===== config.mk =====
export PLATFORM = sky130hd
export DESIGN_NAME = adc_cmp_counter
export DESIGN_NICKNAME = d
export VERILOG_FILES = /design/src/rtl/adc_cmp_pkg.sv /design/src/rtl/adc_cmp_rst_sync.sv /design/src/rtl/adc_cmp_regs.sv /design/src/rtl/adc_cmp_eval.sv /design/src/rtl/adc_cmp_count.sv /design/src/rtl/adc_cmp_counter.sv
export SDC_FILE = /design/constraint.sdc
export NUM_CORES = 1
export LEC_CHECK = 0
export BUFFER_PORTS_ARGS = -buffer_cell sky130_fd_sc_hd__buf_2
export CAP_MARGIN = 0
export CORE_MARGIN = 1
export CORE_UTILIZATION = 51
export CTS_CLUSTER_SIZE = 30
export DETAILED_ROUTE_END_ITERATION = 8
export HOLD_SLACK_MARGIN = 0.03
export MAX_ROUTING_LAYER = met4
export PLACE_DENSITY = 0.82
export SYNTH_ARGS = -nofsm -noshare
export SYNTH_HDL_FRONTEND = slang
export SYNTH_HIERARCHICAL = 1
export SYNTH_SLANG_ARGS = --single-unit

===== constraint.sdc =====
create_clock -name clk -period 1.5 [get_ports clk]
set_clock_uncertainty 0.05 [all_clocks]
set_input_delay 0 -clock clk [delete_from_list [all_inputs] [get_ports clk]]
set_output_delay 0 -clock clk [all_outputs]
set_load 0.01 [all_outputs]

===== src/rtl/adc_cmp_pkg.sv =====
package adc_cmp_pkg;

  localparam int ADDR_W = 3;

  localparam logic [ADDR_W-1:0] ADDR_CTRL = 3'd0;
  localparam logic [ADDR_W-1:0] ADDR_TGT  = 3'd1;
  localparam logic [ADDR_W-1:0] ADDR_LO   = 3'd2;
  localparam logic [ADDR_W-1:0] ADDR_HI   = 3'd3;
  localparam logic [ADDR_W-1:0] ADDR_CLR  = 3'd4;

  localparam int CTRL_MODE_BIT = 3;
  localparam int CTRL_SRC_BIT  = 4;

  localparam logic [2:0] CRIT_OFF     = 3'b000;
  localparam logic [2:0] CRIT_OUTSIDE = 3'b001;
  localparam logic [2:0] CRIT_INSIDE  = 3'b010;
  localparam logic [2:0] CRIT_LOW_LE  = 3'b100;

  typedef struct packed {
    logic [2:0] crit;
    logic       accum;
    logic       src_acc;
  } ctrl_t;

endpackage


===== src/rtl/adc_cmp_rst_sync.sv =====
module adc_cmp_rst_sync (
  input  logic clk,
  input  logic rst_n,
  output logic rst_n_sync
);

  logic [1:0] stage_q;

  always_ff @(posedge clk or negedge rst_n) begin
    if (!rst_n) stage_q <= 2'b00;
    else        stage_q <= {stage_q[0], 1'b1};
  end

  assign rst_n_sync = stage_q[1];

endmodule


===== src/rtl/adc_cmp_regs.sv =====
module adc_cmp_regs
  import adc_cmp_pkg::*;
#(
  parameter int DATA_W = 12,
  parameter int CNT_W  = 10,
  parameter int WD_W   = 16
) (
  input  logic              clk,
  input  logic              rst_n,
  input  logic              wr_en,
  input  logic [ADDR_W-1:0] wr_addr,
  input  logic [WD_W-1:0]   wr_data,
  output ctrl_t             ctrl,
  output logic [CNT_W-1:0]  target,
  output logic [DATA_W-1:0] lim_lo,
  output logic [DATA_W-1:0] lim_hi,
  output logic              clr_req
);

  ctrl_t             ctrl_q,   ctrl_d;
  logic [CNT_W-1:0]  tgt_q,    tgt_d;
  logic [DATA_W-1:0] lo_q,     lo_d;
  logic [DATA_W-1:0] hi_q,     hi_d;
  logic              unused_wd;

  assign unused_wd = ^wr_data;

  always_comb begin
    ctrl_d = ctrl_q;
    tgt_d  = tgt_q;
    lo_d   = lo_q;
    hi_d   = hi_q;
    if (wr_en) begin
      case (wr_addr)
        ADDR_CTRL: begin
          ctrl_d.crit    = wr_data[2:0];
          ctrl_d.accum   = wr_data[CTRL_MODE_BIT];
          ctrl_d.src_acc = wr_data[CTRL_SRC_BIT];
        end
        ADDR_TGT: tgt_d = wr_data[CNT_W-1:0];
        ADDR_LO:  lo_d  = wr_data[DATA_W-1:0];
        ADDR_HI:  hi_d  = wr_data[DATA_W-1:0];
        default: ;
      endcase
    end
  end

  always_ff @(posedge clk or negedge rst_n) begin
    if (!rst_n) begin
      ctrl_q <= '0;
      tgt_q  <= '0;
      lo_q   <= '0;
      hi_q   <= '0;
    end else begin
      ctrl_q <= ctrl_d;
      tgt_q  <= tgt_d;
      lo_q   <= lo_d;
      hi_q   <= hi_d;
    end
  end

  assign ctrl    = ctrl_q;
  assign target  = tgt_q;
  assign lim_lo  = lo_q;
  assign lim_hi  = hi_q;
  assign clr_req = wr_en && (wr_addr == ADDR_CLR);

endmodule


===== src/rtl/adc_cmp_eval.sv =====
module adc_cmp_eval
  import adc_cmp_pkg::*;
#(
  parameter int DATA_W = 12
) (
  input  logic              src_acc,
  input  logic [2:0]        crit,
  input  logic [DATA_W-1:0] res_data,
  input  logic [DATA_W-1:0] acc_data,
  input  logic [DATA_W-1:0] lim_lo,
  input  logic [DATA_W-1:0] lim_hi,
  output logic              enabled,
  output logic              hit
);

  logic [DATA_W-1:0] smp;
  logic              below_lo, above_hi;

  always_comb begin
    smp      = src_acc ? acc_data : res_data;
    below_lo = smp < lim_lo;
    above_hi = smp > lim_hi;
    enabled  = 1'b0;
    hit      = 1'b0;
    case (crit)
      CRIT_OUTSIDE: begin
        enabled = 1'b1;
        hit     = below_lo || above_hi;
      end
      CRIT_INSIDE: begin
        enabled = 1'b1;
        hit     = !below_lo && !above_hi;
      end
      CRIT_LOW_LE: begin
        enabled = 1'b1;
        hit     = smp <= lim_lo;
      end
      default: begin
        enabled = 1'b0;
        hit     = 1'b0;
      end
    endcase
  end

endmodule


===== src/rtl/adc_cmp_count.sv =====
module adc_cmp_count #(
  parameter int CNT_W = 10
) (
  input  logic             clk,
  input  logic             rst_n,
  input  logic             smp_valid,
  input  logic             enabled,
  input  logic             hit,
  input  logic             accum,
  input  logic [CNT_W-1:0] target,
  input  logic             clr_req,
  output logic [CNT_W-1:0] cnt,
  output logic             ready
);

  localparam logic [CNT_W-1:0] CNT_MAX = {CNT_W{1'b1}};
  localparam logic [CNT_W-1:0] CNT_ONE = {{(CNT_W-1){1'b0}}, 1'b1};

  logic [CNT_W-1:0] cnt_q, cnt_d, eff_tgt;
  logic             rdy_q, rdy_d;
  logic             hit_step, miss_step;

  always_comb begin
    eff_tgt   = (target <= CNT_ONE) ? CNT_ONE : target;
    hit_step  = smp_valid && enabled && hit;
    miss_step = smp_valid && enabled && !hit;
    cnt_d     = cnt_q;
    rdy_d     = rdy_q;
    if (clr_req) begin
      cnt_d = '0;
      rdy_d = 1'b0;
    end else begin
      if (hit_step) begin
        if (cnt_q != CNT_MAX) cnt_d = cnt_q + CNT_ONE;
      end else if (miss_step && !accum) begin
        cnt_d = '0;
      end
      if (hit_step && (cnt_d >= eff_tgt)) rdy_d = 1'b1;
    end
  end

  always_ff @(posedge clk or negedge rst_n) begin
    if (!rst_n) begin
      cnt_q <= '0;
      rdy_q <= 1'b0;
    end else begin
      cnt_q <= cnt_d;
      rdy_q <= rdy_d;
    end
  end

  assign cnt   = cnt_q;
  assign ready = rdy_q;


  consec_miss_zero_chk: assert property (@(posedge clk) disable iff (!rst_n)
    (smp_valid && enabled && !hit && !accum && !clr_req) |=> (cnt == '0));


  accum_miss_hold_chk: assert property (@(posedge clk) disable iff (!rst_n)
    (smp_valid && enabled && !hit && accum && !clr_req) |=> $stable(cnt));


  disabled_hold_chk: assert property (@(posedge clk) disable iff (!rst_n)
    (smp_valid && !enabled && !clr_req) |=> ($stable(cnt) && $stable(ready)));


  idle_hold_chk: assert property (@(posedge clk) disable iff (!rst_n)
    (!smp_valid && !clr_req) |=> ($stable(cnt) && $stable(ready)));


  ready_sticky_chk: assert property (@(posedge clk) disable iff (!rst_n)
    (ready && !clr_req) |=> ready);


  clear_wins_chk: assert property (@(posedge clk) disable iff (!rst_n)
    clr_req |=> ((cnt == '0) && !ready));


  no_wrap_chk: assert property (@(posedge clk) disable iff (!rst_n)
    (cnt == CNT_MAX && !clr_req && accum) |=> (cnt == CNT_MAX));

endmodule


===== src/rtl/adc_cmp_counter.sv =====
module adc_cmp_counter
  import adc_cmp_pkg::*;
#(
  parameter int DATA_W = 12,
  parameter int CNT_W  = 10,
  parameter int WD_W   = 16
) (
  input  logic              clk,
  input  logic              rst_n,
  input  logic              smp_valid,
  input  logic [DATA_W-1:0] res_data,
  input  logic [DATA_W-1:0] acc_data,
  input  logic              wr_en,
  input  logic [ADDR_W-1:0] wr_addr,
  input  logic [WD_W-1:0]   wr_data,
  output logic [CNT_W-1:0]  viol_cnt,
  output logic              cmp_ready
);

  logic              rst_n_sync;
  ctrl_t             ctrl;
  logic [CNT_W-1:0]  target;
  logic [DATA_W-1:0] lim_lo, lim_hi;
  logic              clr_req, enabled, hit;

  adc_cmp_rst_sync u_rst (
    .clk        (clk),
    .rst_n      (rst_n),
    .rst_n_sync (rst_n_sync)
  );

  adc_cmp_regs #(.DATA_W(DATA_W), .CNT_W(CNT_W), .WD_W(WD_W)) u_regs (
    .clk     (clk),
    .rst_n   (rst_n_sync),
    .wr_en   (wr_en),
    .wr_addr (wr_addr),
    .wr_data (wr_data),
    .ctrl    (ctrl),
    .target  (target),
    .lim_lo  (lim_lo),
    .lim_hi  (lim_hi),
    .clr_req (clr_req)
  );

  adc_cmp_eval #(.DATA_W(DATA_W)) u_eval (
    .src_acc  (ctrl.src_acc),
    .crit     (ctrl.crit),
    .res_data (res_data),
    .acc_data (acc_data),
    .lim_lo   (lim_lo),
    .lim_hi   (lim_hi),
    .enabled  (enabled),
    .hit      (hit)
  );

  adc_cmp_count #(.CNT_W(CNT_W)) u_count (
    .clk       (clk),
    .rst_n     (rst_n_sync),
    .smp_valid (smp_valid),
    .enabled   (enabled),
    .hit       (hit),
    .accum     (ctrl.accum),
    .target    (target),
    .clr_req   (clr_req),
    .cnt       (viol_cnt),
    .ready     (cmp_ready)
  );


  reserved_code_chk: assert property (@(posedge clk) disable iff (!rst_n_sync)
    (ctrl.crit == 3'b011) |-> !enabled);

endmodule


Word level (Yosys, flattened, before mapping)
Cells that the tools add are included.
- $add $sub $neg: 1
- magnitude comparators: 5
- eq/ne operators: 8
- muxes and demuxes: 11
- reduce and logical (&&, ||, !) cells: 19
- operators by type and width (operator ; number):
    10-bit 2-to-1 mux ; 6
    12-bit > comparator ; 1
    12-bit less-or-equal comparator ; 1
    12-bit less-than comparator ; 1
    12-bit 2-to-1 mux ; 1
    10-bit by 1-bit adder with 10-bit output (second input constant) ; 1
    10-bit greater-or-equal comparator ; 1
    10-bit by 1-bit less-or-equal comparator with 1-bit output (second input constant) ; 1
    10-bit inequality test (second input constant) ; 1
    3-bit by 2-bit == test with 1-bit output (second input constant) ; 3
    2-bit AND reduction ; 4
    1-bit logical AND ; 7
    3-bit by 1-bit == test with 1-bit output (second input constant) ; 2
    3-bit == test (second input constant) ; 2
    1-bit logical NOT ; 4
    3-bit logical NOT ; 1
    1-bit 2-to-1 mux ; 3
    1-bit case mux with 3 select lines ; 1
    3-bit OR reduction ; 1
    2-bit nonzero test ; 1
    1-bit logical OR ; 1
- register bits after elaboration: 52
- input bits: 47
- output and inout port bits: 11
- word-level logic and storage cells: 53

Logic depth before layout (Yosys ltp)
Gate-level depths: netlist of the first run.
- depth after elaboration: 15
- mapped depth: 18
- depth with buffers taken out: 17

Modules after synthesis
Netlist of the first run, hierarchy kept.
- modules (own cells, without submodules) (module ; instances ; cells each ; area each (µm²) ; sequential area each (µm²)):
    adc_cmp_regs ; 1 ; 87 ; 1519.0 ; 975.9
    adc_cmp_count ; 1 ; 119 ; 991.0 ; 275.3
    adc_cmp_eval ; 1 ; 105 ; 808.3 ; 0.0
    adc_cmp_rst_sync ; 1 ; 3 ; 53.8 ; 50.0

Worst setup path before layout of the first run
No wires, ideal clock.
- path type: flip-flop to flip-flop
- start point: register u_regs.ctrl_q, in the netlist u_regs/ctrl[0]
- end point: register u_count.rdy_q (netlist: u_count/ready)
- setup time: 0.078 ns
- data arrival time: 4.036 ns
- data required time: 1.372 ns
- setup slack: -2.664 ns
- stages on the path, launching flop included: 19
- buffers on the path: 1
- period minus slack after synthesis: 4.164 ns
- cell sequence: dfrtp_1 > buf_1 > mux2_2 > ha_1 > a21o_1 > nand3_2 > a21oi_2 > a2111oi_2 > a21boi_0 > or3_1 > nand3_2 > nor2_1 > o2111ai_1 > mux2i_1 > ha_1 > nand2_1 > or3_1 > o221ai_1 > o2bb2ai_1
- cells in the longest elaborated chain, start to end: 14
- elaborated cells on any way between the ends: 19
- those cells by class: order compare: 4; mux: 5; reduce/logical: 10
- RTL lines (element ; RTL line ; text):
    start: declaration ; adc_cmp_regs.sv:20 ; ctrl_t ctrl_q, ctrl_d;
    start signal: assignment ; adc_cmp_regs.sv:55 ; ctrl_q <= ctrl_d;
    12-bit 2-to-1 mux * ; adc_cmp_eval.sv:20 ; smp = src_acc ? acc_data : res_data;
    12-bit less-than comparator / 12-bit > comparator (equally long branches) ; adc_cmp_eval.sv:21, adc_cmp_eval.sv:22 ;
    1-bit logical NOT ; adc_cmp_eval.sv:32 ; hit = !below_lo && !above_hi;
    1-bit logical AND ; adc_cmp_eval.sv:32 ;
    1-bit case mux with 3 select lines * ; adc_cmp_eval.sv:25 ; case (crit)
    named net hit ; adc_cmp_counter.sv:24 ; logic clr_req, enabled, hit;
    1-bit logical NOT ; adc_cmp_count.sv:26 ; miss_step = smp_valid && enabled && !hit;
    1-bit logical AND ; adc_cmp_count.sv:26 ;
    1-bit logical AND ; adc_cmp_count.sv:35 ; end else if (miss_step && !accum) begin
    10-bit 2-to-1 mux ; adc_cmp_count.sv:35 ;
    10-bit 2-to-1 mux ; adc_cmp_count.sv:33 ; if (hit_step) begin
    10-bit 2-to-1 mux ; adc_cmp_count.sv:29 ; if (clr_req) begin
    10-bit greater-or-equal comparator ; adc_cmp_count.sv:38 ; if (hit_step && (cnt_d >= eff_tgt)) rdy_d = 1'b1;
    1-bit logical AND * ; adc_cmp_count.sv:38 ;
    2-bit nonzero test (no source line) * ; -- ;
    end signal: assignment ; adc_cmp_count.sv:48 ; rdy_q <= rdy_d;
    end: declaration ; adc_cmp_count.sv:20 ; logic rdy_q, rdy_d;
Mark *: on every way through the listed nets, which the timed path passes. The rest lies on a longest branch. The select of a mux whose other input is x is not followed.
A chain may end at the register's enable or synchronous reset.

Worst setup path after layout of the first run
Same ends and word-level chain as after synthesis.

==> results of run 1 <==
==> layer usage <==
| metal | global-route usage | part of all wire | wire length, um |
|---|---|---|---|
| met4 | 0.0987 | 0.041 | 441 |
| met2 | 0.440 | 0.51 | 5460 |
| met5 | - | 0 | 0 |
| met1 | 0.322 | 0.40 | 4290 |
| met3 | 0.0507 | 0.057 | 618 |
==> worst min-delay path, stage by stage <==
cell     delay [ns]
buf_2          0.13
nor4b_4        0.09
mux2_2         0.22
==> layout make-up <==
class,instances,area [um2],share of cell area
multi-input combinational,224,2280,0.477
sequential,52,1300,0.273
timing repair buffer,123,892,0.187
inverter,32,120,0.0251
tap,77,96.3,0.0202
clock buffer,6,72.6,0.0152
clock inverter,2,16.3,0.00340
==> power by group <==
part	total (uW)	internal [uW]	switching [uW]
Clock	854	334	520
Combinational	2450	1290	1160
Sequential	1860	1660	202
==> cells by family after synthesis <==
family / Yosys count / synth area share
flip-flops: 52 / 0.386
XOR/XNOR: 1 / 0.00260
other: 1 / 0.00111
multiplexers: 60 / 0.197
buffers and inverters: 38 / 0.0516
adder cells (fa/ha/maj): 35 / 0.130
AND/OR/NAND/NOR: 90 / 0.152
AO/OA/AOI/OAI: 37 / 0.0801
==> Yosys cell counts (all sizes together), types with 2 or more instances <==
| cell | number |
|---|---|
| or2 | 2 |
| nor2b | 3 |
| dfrtp | 52 |
| or3 | 3 |
| o211ai | 2 |
| buf | 6 |
| o22ai | 2 |
| nand3 | 8 |
| inv | 32 |
| nand2b | 3 |
| nor3 | 5 |
| nand2 | 20 |
| nor4 | 2 |
| and4bb | 2 |
| nor2 | 24 |
| a21oi | 15 |
| mux2 | 50 |
| a21o | 4 |
| o21ai | 2 |
| nand4 | 9 |
| and4 | 2 |
| mux2i | 10 |
| ha | 35 |
==> path summary, 6_finish.rpt <==
| path | slack [ns] | endpoint | cells after the start | startpoint |
|---|---|---|---|---|
| min in group asynchronous | 0.11 | u_regs/ctrl[1] | 0 | u_rst/stage_q[1] |
| max reg2reg | -2.95 | u_count/ready | 18 | u_regs/ctrl[0] |
| min | 0.09 | u_regs/ctrl[2] | 3 | wr_addr[2] |
| max | -2.95 | u_count/ready | 18 | u_regs/ctrl[0] |
| min reg2reg | 0.11 | u_regs/ctrl[1] | 0 | u_rst/stage_q[1] |
| max in group asynchronous | 0.76 | u_regs/target[9] | 1 | u_rst/stage_q[1] |
==> through the flow <==
stage | setup WS [ns] | std cells
after detailed placement | -2.70 | 488
after CTS | -2.65 | 514
final | -2.95 | 516
after global routing | -3.01 | 516
after global placement | -2.58 | 488
after floorplan | -2.34 | 314
==> state kept, by name, summed over array words and instances (netlist names) <==
register,flops
u_count/cnt,10
u_regs/lim_lo,12
u_regs/target,10
u_count/ready,1
u_regs/lim_hi,12
u_regs/ctrl,5
u_rst/stage_q,2
==> what timing repair did <==
item                                    in CTS  in global routing
hold endpoints to repair                    41                  0
hold buffers                                14                  0
cloned                                       0                  1
pin swaps                                    4                 18
setup buffers                                4                  3
resized for setup                           11                 35
endpoints found under the setup margin      11                 11
==> impl_results.md, run 1 <==
- Max-Cap Viols: 0
- Most common cell after layout, fill and taps aside: buf_2
- Overall routing resource usage: 0.265
- I/O Buffers: 53
- Worst-path cell chain: buf_12 -> buf_6 -> mux2_4 -> ha_4 -> nand4_1 -> or3_4 -> o31ai_4 -> nor3b_2 -> or3_4 -> nand4_1 -> nor2_2 -> mux2i_2 -> nor2_1 -> ha_1 -> nand2_2 -> or3_4 -> o221ai_2 -> o2bb2ai_1
- Hold Vio Cnt, Final: 0
- Min Hold Slack: slightly above 0.09 ns
- Placer Congestion: between 0.8 and 0.9
- Clk sink count: 52
- Syn_nets: a little under 400
- Final Critical Period: 4.45 ns
- Setup tns final: -22.58 ns
- Synth Area per Inst: between 10 and 15 um2
- Fmax: 225 MHz
- GRT Residual Overflow: 0
- CP Launch Type: flop
- Synth async-reset ratio: 1.00
- Layout cell share with drive strength beyond 1: 0.510
- Vias in the first global route: 2946
- Chip width: 83.3 um
- CTS tree: built
- Finished Core Util: 0.753
- Top cell type's share of synthesized area: 0.386
- Top FF cell, synth: dfrtp_1
- Initial antenna violation count: 0
- Fill cells: 385
- DR vias/cell: approximately 6.0
- Outcome: finished, violations left
- Failing checks: negative setup slack
- CP max stage delay: approximately 0.47 ns
- WL final: between 10000 and 15000 um
- Crit share post-route: 2.97
- First-pass DRT Iterations: 5
- Clk root buf: clkbuf_8
- Worst Hold Class: in2reg
- Largest net degree at the start of global routing: 25
- ANT cells: 0
- Hpwl dp: ~6500 um
- CP max FO: 5
- Fin worst setup slack: -2.95 ns
- Die height: roughly 83 um
- Synthesized flop and latch total: 52
- Rows: 29
- Core area: 6350 um2
- CP required: ~1.7 ns
- Design Area, Final: 4780 um2
- Initial DRC Count: 229
- Most frequent CP cell: or3_4
- Commonest cells after routing, fill and taps aside: buf_2, dfrtp_1, buf_4
- Pwr Density: approximately 1100 nW/um2
- Clk slew on worst S/H paths: around 0.11 ns
- CP Buf/Inv Count: 2
- Clk_lat worst skew: roughly 0.33 ns
- Worst-Margin Slew: 0.515 ns
- Post-synth top area cell: dfrtp_1
- Final Net Count: 520
- Seq/Total Area, Yosys: 0.386
- # DRC: 0
- Area Overhead vs Synth: 41.8%
- Die ar.: just under 7000 um2
- Drt wl/cell: between 20 and 25 um
- CTS buffer count: 5
- CTS H-Tree Depth: 2
- YS warnings: 6
- Total power: 5160 uW
- Leak: 0.00227 uW
- Critical Setup Path Class: reg2reg
- Post-synth EDFFs: 0
- Worst EP arrival: 4.64 ns
- Io pins: 58
- Mapped Area: ~3400 um2
- Slew Limit Fails: 0
- Critical Path Sink Type: flop
- First-pass GRT wire length: 13900 um
- Post-DP Area: approximately 4200 um2
- Final setup violation count: 11
- Cell count after synthesis: roughly 310
- Initial core utilization: 0.531
- Vias: 3074
- Longest Clk Path Bufs: 2
- CP delay by family, top: simple AND/OR/NAND/NOR gates
- Worst path slowest cell: dfrtp_2
- Rel. slew slack: 0.655
- RSZ-0062 raised after global routing: yes
- ANT nets after route: 0
- Worst vdd ir: 720 uV
- Synth unique cells: 53
- Synth area leaders: dfrtp_1, mux2_2, ha_1, inv_1, mux2i_1
Note: power is estimated with default switching activity, not from simulation.
==> run 2: changes to the inputs <==
CORE_UTILIZATION = 48   (was 51)
PLACE_DENSITY = 0.79   (was 0.82)
==> run 2 against run 1 <==
  * The flow finishes with violations (design-rule violations, negative setup slack)
  * Critical path depth unchanged
  * Combinational power is 5% lower
  * Final area is 1.0% higher
  * Maximum frequency up 4.3%
  * Via count is 3.8% lower
  * Die area rose by 6.1%
  * Wire length down 14%
  * Final cell count increased by 4.5%
  * First-iteration DRC count is 19% lower
  * Global-route usage down 1.1 points
  * Total power decreased by 1.0%
  * Sequential power is essentially flat
==> impl_results.md, run 2 (synthesis gave the netlist of run 1 again) <==
- Hpwl dp: 6080 um
- RSZ-0062 raised after global routing: yes
- Crit. path cell count: 18
- Die height: 85.8 um
- Worst setup startpoint: u_regs/ctrl[0]
- Clk slew on worst S/H paths: 0.10 ns
- ANT nets after route: 0
- Fill cells: about 450
- Worst path slowest cell: dfrtp_2
- Largest net degree at the start of global routing: 51
- # DRC: 1
- Worst-path cell chain: buf_6 -> mux2_4 -> ha_1 -> nor2b_1 -> o211ai_1 -> a211oi_2 -> o31ai_2 -> nor3b_2 -> or3_4 -> nand4_1 -> a21o_1 -> o22ai_2 -> nor2_1 -> ha_1 -> nand2_1 -> or3_1 -> o221ai_2 -> o2bb2ai_1
- Critical Setup Path Class: reg2reg
- Drt wl/cell: ~17 um
- CP delay by family, top: compound AO/OA/AOI/OAI gates
- Leak: between 0.002 and 0.0025 uW
- Clk_lat worst skew: around 0.31 ns
- Hold_sp: wr_addr[2]
- Non-filler cells, final: approximately 540
- Overall routing resource usage: 0.255
- CTS buffer count: 5
- Placed Cells: ~500
- Initial DRC Count: between 150 and 200
- Final Critical Period: between 4 and 5 ns
- CP endpoint: u_count/ready
- CP max stage delay: ~0.44 ns
- Min Hold Slack: around 0.11 ns
- First-pass DRT Iterations: 8
- CTS tree: built
- Failing checks: design-rule violations, negative setup slack
- Outcome: finished, violations left
- Final Net Count: roughly 520
- Setup tns final: -22.27 ns
- Layout cell share with drive strength beyond 1: 0.515
- Commonest cells after routing, fill and taps aside: buf_2, buf_4, dfrtp_1
- Chip width: roughly 86 um
- Finished Core Util: 0.711
- Fin worst setup slack: -2.77 ns
- I/O Buffers: 53
- Final setup violation count: 11
- CP max FO: 4
- RR Startpoint: u_regs/ctrl[0]
- GRT Residual Overflow: 0
- Vias: 2957
- WL final: approximately 9300 um
- Worst EP arrival: about 4.5 ns
- CP Buf/Inv Count: 1
- Most frequent CP cell: ha_1
- Fmax: 234 MHz
- Longest Clk Path Bufs: 2
- Clk sink count: 52
- Placer Congestion: between 0.8 and 0.9
- Worst vdd ir: about 700 uV
- Io pins: 58
- Rows: 30
- CP required: between 1.5 and 2 ns
- Initial antenna violation count: 0
- CTS H-Tree Depth: 2
- Worst R2R Path Depth: 18
- Pwr Density: roughly 1100 nW/um2
- Critical Path Sink Type: flop
- ANT cells: 0
- Crit share post-route: 2.85
- Die ar.: 7360 um2
- Critical R2R Capture: u_count/ready
- DR vias/cell: ~5.5
- First-pass GRT wire length: about 14000 um
- Initial core utilization: 0.496
- Reg-to-reg slack, setup: -2.77 ns
- Slew Limit Fails: 0
- Vias in the first global route: roughly 3000
- CP Launch Type: flop
- Max-Cap Viols: 0
- Hold Vio Cnt, Final: 0
- Worst Hold Class: in2reg
- Core area: around 6800 um2
- Area Overhead vs Synth: 43.2%
- Clk root buf: clkbuf_8
==> run 2: final cells by class <==
class / instances / area [um2] / share of cell area
multi-input combinational: 224 / 2280 / 0.473
inverter: 32 / 120 / 0.0249
clock buffer: 5 / 68.8 / 0.0142
timing repair buffer: 127 / 891 / 0.184
clock inverter: 3 / 42.5 / 0.00881
tap: 96 / 120 / 0.0249
sequential: 52 / 1300 / 0.270
==> run 2: worst register-to-register path: stages (launching register included) <==
cell and delay [ns]:
dfrtp_2 0.44, buf_6 0.13, mux2_4 0.32, ha_1 0.31, nor2b_1 0.14, o211ai_1 0.20
a211oi_2 0.11, o31ai_2 0.32, nor3b_2 0.22, or3_4 0.18, nand4_1 0.20, a21o_1 0.27
o22ai_2 0.20, nor2_1 0.07, ha_1 0.28, nand2_1 0.07, or3_1 0.38, o221ai_2 0.17
o2bb2ai_1 0.13
==> run 2: metal layers <==
metal | share of wire | track usage | routed length (um)
met4 | 0.034 | 0.100 | 318
met3 | 0.044 | 0.0395 | 415
met2 | 0.49 | 0.417 | 4590
met5 | 0 | - | 0
met1 | 0.43 | 0.317 | 4000
==> run 2: where the power goes <==
part / internal [uW] / switching, uW / total (uW) / leakage [uW]
combinational: 1220 / 1090 / 2320 / 0.00160
clock: 494 / 472 / 966 / 0.0000541
sequential: 1660 / 171 / 1830 / 0.000642
==> run 2: worst min-delay path by stage <==
stage,to,slack (ns),cells past startpoint
after global placement,u_rst/stage_q[0],-0.26,1
final,u_regs/ctrl[2],0.11,3
after floorplan,u_rst/stage_q[0],-0.35,0
after CTS,u_regs/ctrl[2],0.11,3
after detailed placement,u_rst/stage_q[0],-0.26,1
after global routing,u_regs/ctrl[1],0.12,3
==> run 2: metrics by stage <==
| step | total power [uW] | setup WS, ns | area, um2 |
|---|---|---|---|
| after floorplan | 3000 | -2.34 | 3470 |
| after global placement | 3520 | -2.69 | 4150 |
| after detailed placement | 3610 | -2.79 | 4150 |
| after CTS | 4790 | -2.53 | 4570 |
| after global routing | 5400 | -2.91 | 4830 |
| final | 5110 | -2.77 | 4830 |
==> run 2: what timing repair did <==
item,4_1_cts,5_1_grt
hold buffers,14,0
hold endpoints to repair,41,0
buffers inserted,8,8
endpoints found under the setup margin,11,11
resized for setup,19,34
pin swaps,7,19
